**src/rtl/aai_word_writer.sv**
```systemverilog
module aai_word_writer #(
  parameter int ADDR_BYTES = 3,
  parameter int CNT_W      = 16,
  parameter int CLK_DIV    = 2,
  parameter int GAP_CYC    = 2,
  parameter int BUSY_BIT   = 0
) (
  input  logic                    clk,
  input  logic                    rst_n,
  input  logic                    start,
  input  logic [8*ADDR_BYTES-1:0] start_addr,
  input  logic [CNT_W-1:0]        byte_count,
  input  logic [7:0]              in_data,
  input  logic                    in_valid,
  output logic                    in_ready,
  output logic                    busy,
  output logic                    done,
  output logic                    spi_sclk,
  output logic                    spi_cs_n,
  output logic                    spi_mosi,
  input  logic                    spi_miso
);
  localparam int ADDR_W  = 8 * ADDR_BYTES;
  localparam int IDX_W   = $clog2(ADDR_BYTES + 4);
  localparam int CNT_MAX = (CLK_DIV > GAP_CYC) ? CLK_DIV : GAP_CYC;
  localparam int DIV_W   = $clog2(CNT_MAX + 1);
  localparam logic [7:0] OP_POLL = 8'h05, OP_WREN = 8'h06, OP_WRDI = 8'h04;
  localparam logic [7:0] OP_WORD = 8'hAD, PAD = 8'hFF;

  typedef enum logic [2:0] {S_IDLE, S_LOAD, S_SHIFT, S_GAP, S_DONE} st_t;
  typedef enum logic [2:0] {F_POLL, F_WREN, F_FIRST, F_WORD, F_WRDI} fr_t;

  st_t               st;
  fr_t               ft;
  logic [IDX_W-1:0]  idx, flen;
  logic [2:0]        bitn;
  logic [DIV_W-1:0]  div;
  logic [7:0]        tx_sh, ctrl_byte;
  logic [ADDR_W-1:0] addr_sh;
  logic [CNT_W-1:0]  bytes_left, words_left;
  logic [CNT_W:0]    words_init;
  logic              sclk_q, poll_busy, wren_sent;
  logic              is_data, need_stream, load_ok, last_idx, half_tick;

  always_comb begin
    case (ft)
      F_POLL:  flen = IDX_W'(2);
      F_FIRST: flen = IDX_W'(ADDR_BYTES + 3);
      F_WORD:  flen = IDX_W'(3);
      default: flen = IDX_W'(1);
    endcase
    case (ft)
      F_POLL:  ctrl_byte = (idx == '0) ? OP_POLL : 8'h00;
      F_WREN:  ctrl_byte = OP_WREN;
      F_WRDI:  ctrl_byte = OP_WRDI;
      F_FIRST: ctrl_byte = (idx == '0) ? OP_WORD : addr_sh[ADDR_W-1 -: 8];
      default: ctrl_byte = OP_WORD;
    endcase
  end

  assign words_init  = ({1'b0, byte_count} + 1'b1) >> 1;
  assign is_data     = (ft == F_FIRST && idx > IDX_W'(ADDR_BYTES)) || (ft == F_WORD && idx != '0);
  assign need_stream = is_data && (bytes_left != '0);
  assign load_ok     = (st == S_LOAD) && (!need_stream || in_valid);
  assign in_ready    = (st == S_LOAD) && need_stream;
  assign last_idx    = (idx == flen - 1'b1);
  assign half_tick   = (div == DIV_W'(CLK_DIV - 1));
  assign busy        = (st != S_IDLE);
  assign done        = (st == S_DONE);
  assign spi_cs_n    = !(st == S_LOAD || st == S_SHIFT);
  assign spi_sclk    = sclk_q;
  assign spi_mosi    = tx_sh[7];

  always_ff @(posedge clk or negedge rst_n) begin
    if (!rst_n) begin
      st <= S_IDLE; ft <= F_POLL; idx <= '0; bitn <= '0; div <= '0;
      tx_sh <= '0; addr_sh <= '0; bytes_left <= '0; words_left <= '0;
      sclk_q <= 1'b0; poll_busy <= 1'b0; wren_sent <= 1'b0;
    end else begin
      case (st)
        S_IDLE: if (start) begin
          if (byte_count == '0) st <= S_DONE;
          else begin
            addr_sh    <= start_addr;
            bytes_left <= byte_count;
            words_left <= words_init[CNT_W-1:0];
            wren_sent  <= 1'b0;
            ft         <= F_POLL;
            idx        <= '0;
            st         <= S_LOAD;
          end
        end
        S_LOAD: if (load_ok) begin
          tx_sh <= need_stream ? in_data : (is_data ? PAD : ctrl_byte);
          if (need_stream) bytes_left <= bytes_left - 1'b1;
          if (ft == F_FIRST && idx != '0 && !is_data) addr_sh <= addr_sh << 8;
          div  <= '0;
          bitn <= '0;
          st   <= S_SHIFT;
        end
        S_SHIFT: if (half_tick) begin
          div <= '0;
          if (!sclk_q) begin
            sclk_q <= 1'b1;
            if (ft == F_POLL && idx == IDX_W'(1) && bitn == 3'(7 - BUSY_BIT))
              poll_busy <= spi_miso;
          end else begin
            sclk_q <= 1'b0;
            tx_sh  <= tx_sh << 1;
            bitn   <= bitn + 1'b1;
            if (bitn == 3'd7) begin
              if (last_idx) begin
                st <= S_GAP;
                if (ft == F_FIRST || ft == F_WORD) words_left <= words_left - 1'b1;
              end else begin
                idx <= idx + 1'b1;
                st  <= S_LOAD;
              end
            end
          end
        end else div <= div + 1'b1;
        S_GAP: if (div == DIV_W'(GAP_CYC - 1)) begin
          div <= '0;
          idx <= '0;
          st  <= S_LOAD;
          case (ft)
            F_POLL:  if (!poll_busy) ft <= wren_sent ? F_WORD : F_WREN;
            F_WREN:  begin wren_sent <= 1'b1; ft <= F_FIRST; end
            F_WRDI:  st <= S_DONE;
            default: ft <= (words_left == '0) ? F_WRDI : F_POLL;
          endcase
        end else div <= div + 1'b1;
        default: st <= S_IDLE;
      endcase
    end
  end
endmodule

```
**config.mk**
```make
export PLATFORM = sky130hd
export DESIGN_NAME = aai_word_writer
export DESIGN_NICKNAME = d
export VERILOG_FILES = /design/src/rtl/aai_word_writer.sv
export SDC_FILE = /design/constraint.sdc
export NUM_CORES = 1
export LEC_CHECK = 0
export ABC_CLOCK_PERIOD_IN_PS = 2700
export BUFFER_PORTS_ARGS = -buffer_cell sky130_fd_sc_hd__buf_2
export CAP_MARGIN = 30
export CELL_PAD_IN_SITES_DETAIL_PLACEMENT = 1
export CELL_PAD_IN_SITES_GLOBAL_PLACEMENT = 2
export CORE_MARGIN = 4
export CORE_UTILIZATION = 36
export CTS_BUF_LIST = sky130_fd_sc_hd__clkbuf_8 sky130_fd_sc_hd__clkbuf_16
export DETAILED_ROUTE_END_ITERATION = 8
export GPL_TIMING_DRIVEN = 0
export PLACE_DENSITY_LB_ADDON = 0.1
export SYNTH_ARGS = -nofsm -noshare
export SYNTH_HDL_FRONTEND = slang
export SYNTH_SLANG_ARGS = --single-unit
```
**constraint.sdc**
```tcl
create_clock -name clk -period 2.7 [get_ports clk]
set_input_delay 0.405 -clock clk [delete_from_list [all_inputs] [get_ports clk]]
set_output_delay 0.405 -clock clk [all_outputs]
set_load 0.005 [all_outputs]
```
## Yosys cells after proc, flatten, opt, wreduce, memory -nomap -nowiden

Index checks and enable logic that the tools add are counted.

- Bits in registers: 81
- Bits of input ports: 53
- Output and inout port bits: 6
- Word-level logic and storage cells: 155

- $add $sub $neg: 7
- Magnitude comparators: 1
- Eq/ne operators: 27
- Mux-type cells: 65
- Bitwise logic cells: 1
- Reduce and logical (&&, ||, !) cells: 42

Operators with widths:

| cell | number |
|---|---|
| two-way mux 16 bit | 11 |
| two-way mux 24 bit | 4 |
| two-way mux 3 bit | 22 |
| case mux 16 bit (2 select lines) | 2 |
| two-way mux 8 bit | 6 |
| case mux 24 bit (2 select lines) | 1 |
| zero test 16 bit | 2 |
| case mux 8 bit (4 select lines) | 1 |
| subtractor 16 x 1 -> 16 bit (second input constant) | 2 |
| case mux 3 bit (3 select lines) | 3 |
| != test 2 bit (second input constant) | 10 |
| adder 16 x 1 -> 17 bit (second input constant) | 1 |
| case mux 8 bit (2 select lines) | 1 |
| AND reduction 8 bit | 2 |
| nonzero test 16 bit | 1 |
| AND reduction 5 bit | 3 |
| == test 3 x 2 -> 1 bit (second input constant) | 4 |
| case mux 3 bit (2 select lines) | 2 |
| case mux 3 bit (4 select lines) | 1 |
| AND reduction 6 bit | 2 |
| nonzero test 2 bit | 5 |
| == test 3 x 1 -> 1 bit (second input constant) | 3 |
| == test 3 bit (second input constant) | 3 |
| logical AND 1 bit | 9 |
| other kinds (20) | 42 |

## Depth between registers and ports, before layout

- Depth after elaboration: 9
- Gate-level depth with buffers: 10
- Gate-level depth less buffers: 8

## Worst setup path before layout

No wires, ideal clock.

- Path kind: register to register
- From: reg idx[0]
- To: reg bytes_left[0]
- Library setup time: 0.073 ns
- Arrival: 2.204 ns
- Required time: 2.627 ns
- Slack: 0.423 ns
- Cell stages (with the launch flop): 10
- Path buffers: 2
- Clock period less this slack: 2.277 ns
- Cells stage by stage: dfrtp_1 ha_1 ha_1 nor2_1 o2111ai_4 o31a_4 or2_4 buf_6 buf_12 a2bb2oi_2

- Longest elaborated chain between the ends: 9
- Elaborated cells on any way between the ends: 12
- Those cells by class: order compare (1); eq/ne (2); reduce/logical (9)

RTL lines:

| element | line | source |
|---|---|---|
| start, declared | 35 | `logic [IDX_W-1:0] idx, flen;` |
| start signal, assigned | 116 | `idx <= idx + 1'b1;` |
| greater-than comparator 3 x 2 -> 1 bit / nonzero test 3 bit (equally long branches) | 62 | `assign is_data = (ft == F_FIRST && idx > IDX_W'(ADDR_BYTES)) \|\| (ft == F_WORD && idx != '0);` |
| logical AND 1 bit | 62 |  |
| logical OR 1 bit (*) | 62 |  |
| logical AND 1 bit (*) | 63 | `assign need_stream = is_data && (bytes_left != '0);` |
| zero test 1 bit | 64 | `assign load_ok = (st == S_LOAD) && (!need_stream \|\| in_valid);` |
| logical OR 1 bit | 64 |  |
| logical AND 1 bit | 64 |  |
| != test 2 bit (no line) | n/a |  |
| AND reduction 5 bit (no line) (*) | n/a |  |
| end signal, assigned | 85 | `bytes_left <= byte_count;` |
| end signal, assigned | 95 | `if (need_stream) bytes_left <= bytes_left - 1'b1;` |
| end, declared | 40 | `logic [CNT_W-1:0] bytes_left, words_left;` |

Mark *: on every way between the ends. The rest lies on a longest branch, timed or not.
A chain may end at the register's enable or synchronous reset.

## Worst setup path in the final report

- From: reg st[1]
- To: out spi_cs_n

- Longest elaborated chain between the ends: 3
- Elaborated cells on any way between the ends: 4
- Those cells by class: eq/ne (2); reduce/logical (2)

RTL lines:

| element | line | source |
|---|---|---|
| start, declared | 33 | `st_t st;` |
| start signal, assigned | 76 | `st <= S_IDLE; ft <= F_POLL; idx <= '0; bitn <= '0; div <= '0;` |
| start signal, assigned | 82 | `if (byte_count == '0) st <= S_DONE;` |
| start signal, assigned | 90 | `st <= S_LOAD;` |
| == test 3 x 1 -> 1 bit / == test 3 x 2 -> 1 bit (equally long branches) | 70 | `assign spi_cs_n = !(st == S_LOAD \|\| st == S_SHIFT);` |
| logical OR 1 bit (*) | 70 |  |
| zero test 1 bit (*) | 70 |  |
| end, declared | 19 | `output logic spi_cs_n,` |

Marks and branches as above.

==> impl_metrics.ini <==
[status]
status = complete, no violations

[timing]
holdWs_ns = 0.260
setup_viol = 0
hold_violations = 0
slew_viol_final = 0
rsz0062_at_grt = no
timing.final.ws_setup_ns = 0.155
finalSetupTns_ns = 0
slew_headroom_pct = 54.0
worst-slew-pin-transition_ns = 0.683
finalCriticalPeriod_ns = 2.54
period_share_pct = 94.2
fin_skew_ns = 0.00787
max_clock_freq_ghz = 0.393

[floorplan]
start_util_pct = 37.1
die_area_um2 = 16400
fp.coreArea_um2 = 14000
rows = 43
die_h_um = 128
pin_count = 59
die_x_um = 128

[grt]
grt_pass1_wl_um = 28300
use_met3_pct = 2.79
grt_use_met2_pct = 35.1
grt_max_degree = 65
grt_usage_pct = 21.7
grt_pass1_vias = 5265
grt.met1_usage_pct = 30.4
grt-ovfl-total = 0
busiest_layer = met2
antenna_found_initial = 0

[placement]
dp_hpwl_um = 12800
io_buffer_count = 56
globalplace.congestion = 0.887
dpl-instance-area_um2 = 5730
dp_slack_ns = -0.361

[yosys]
synth.distinct_cells = 70
syn_inst = 612
ys.flop_type = dfrtp_1
syn-num-nets = 677
synth_edf_count = 0
yosys_register_bits = 81
async_reset_ff_share_pct = 100
synth-seq-area-share_pct = 39.0
ys_warn_count = 0
syn_area_per_cell_um2 = 8.49
synth.cell_area_um2 = 5190

[route]
ant_nets = 0
drt-vias-per-instance = 5.74
drt_iter0_markers = 282
wirelength_um = 17200
wire_per_inst_um = 19.8
dr.pass1.iters = 4
num_vias = 4986
drc = 0

[worst_setup_path]
crit_path_start_kind = flip-flop
rrSetupSlack_ns = 0.17
crit_type = reg2out
rr_startpoint = idx[0]
r2r_cells = 9
critPathRequiredTime_ns = 2.30
path_max_fanout = 10
worstPathArrival_ns = 2.14
cp-end-kind = output port
rr_endpoint = tx_sh[7]

[flow_run]
max-cap-violations = 0

[power]
p_leak_nw = 2.76
ir_drop_uv = 208
powerDensity_nw_per_um2 = 447

[layout]
drive_gt1_share_pct = 19.6
fillerInstances = 1676
design_area_um2 = 6170
area_delta_synth_final_pct = 18.8
fin_nets = 749
antennaDiodeCount = 0
multi_input_area_um2 = 2980
seqCellArea_um2 = 2030

[clocking]
cts_buffers = 9
root_buffer = clkbuf_16
clk_path_buf_depth = 2
htreeDepth = 3
cts_tree = built
clk_latency_ns = 0.36
cts.sinks = 81
clk_pin_slew_ns = 0.07

[hold_path]
worstHoldEndpoint = addr_sh[1]
hp-class = in2reg
hold_depth = 2
hold_path.startpoint = start_addr[1]
==> metal layers <==
layer	vias up	part of all wire [%]
met2	69	46
met4	0	1.5
met5	-	0
met3	21	2.7
li1	2415	-
met1	2481	49
==> area by class of cell <==
type | instances | share of cell area [%]
tap | 180 | 3.65
inverter | 17 | 1.03
clock buffer | 9 | 3.65
multi-input combinational | 476 | 48.3
timing repair buffer | 63 | 5.80
sequential | 81 | 32.9
clock inverter | 7 | 1.68
buffer | 36 | 3.04
==> cells in the mapped netlist, types with 8 or more instances <==
library cell  number  area share (%)
inv_1             14             1.0
nand2_1           80             5.8
nor3_1            24             2.3
nor2_1            77             5.6
o31ai_1           12             1.7
xnor2_1           11             1.9
o21ai_1           10            0.96
o21ai_2            9             1.5
buf_2              9            0.87
o21ai_0           14             1.3
and3_1             8            0.96
nand3_1           19             1.8
nand4_1            8            0.96
nor4_1             8            0.96
or3_1             11             1.3
a22o_1             8             1.3
clkbuf_1          26             1.9
ha_1              12             2.9
dfrtp_1           81              39
a21oi_1           28             2.7
a31oi_1           26             3.1
==> cells in the final DEF (no fill, tap or decap), drive strengths merged, types with 4 or more instances in the layout <==
master,Yosys,routed
o31ai,13,13
mux2,6,6
a31oi,26,26
or3,12,12
nor4,9,9
clkbuf,26,35
o221ai,6,6
nand2,81,81
and3,8,8
nor2,78,78
a21oi,28,28
a221o,6,6
ha,12,12
mux2i,4,4
nand4,8,8
o22ai,4,4
nor3b,4,4
a22oi,5,5
o211ai,4,4
nor2b,5,5
o21ai,33,33
inv,17,22
o22a,5,5
buf,12,72
or2,5,5
nand3,19,19
o32ai,4,4
dfrtp,81,81
xnor2,11,11
nor3,26,26
xor2,5,5
a22o,8,8
==> through the flow <==
step	power [W]	util, %	instances
floorplan	0.00127	-	612
global placement	0.00137	40.8	848
detailed placement	0.00137	41.0	849
CTS	0.00279	43.7	868
global route	0.00284	44.1	869
finish	0.00276	44.1	869
==> power by group <==
part | internal (W) | leakage (nW) | switching [W]
Sequential | 0.00121 | 1.05 | 0
Combinational | 0.0000519 | 1.56 | 0.0000837
Clock | 0.000828 | 0.162 | 0.000584
==> state kept, by name, indices dropped and copies added, names as in the netlist <==
name and count:
ft 3, poll_busy 1, spi_sclk 1, addr_sh 24, words_left 16, div 2
bytes_left 16, idx 3, wren_sent 1, bitn 3, tx_sh 8, st 3
==> critical path: stages (launching register included) <==
cell	delay (ns)
dfrtp_1	0.35
buf_2	0.19
nor3_4	0.43
clkbuf_2	0.32
clkbuf_2	0.27
nor2_1	0.08
buf_2	0.14
==> repair_timing <==
item                                    CTS  global route
hold buffers                              1             0
endpoints found under the hold margin    17             0
buffers inserted                          3             2
pin swaps                                 3             1
endpoints found under the setup margin   11            40
resized for setup                        12            19
==> cell families (layout without fill, tap and decap cells) <==
family | after synthesis | count (layout) | synth area share [%]
multiplexers | 10 | 10 | 2.07
AND/OR/NAND/NOR | 268 | 268 | 24.8
buffers and inverters | 55 | 132 | 4.65
XOR/XNOR | 16 | 16 | 2.70
AO/OA/AOI/OAI | 170 | 170 | 23.9
adder cells (fa/ha/maj) | 12 | 12 | 2.89
flip-flops | 81 | 81 | 39.0
==> how the worst max path moves through the flow <==
stage                     end          start
2_1_floorplan   bytes_left[0]         idx[0]
4_1_cts              in_ready  bytes_left[7]
6_report             spi_cs_n          st[1]
3_5_place_dp         spi_cs_n          st[0]
3_3_place_gp         spi_cs_n          st[0]
5_1_grt        bytes_left[12]  bytes_left[0]
Note: power is estimated with default switching activity, not from simulation.
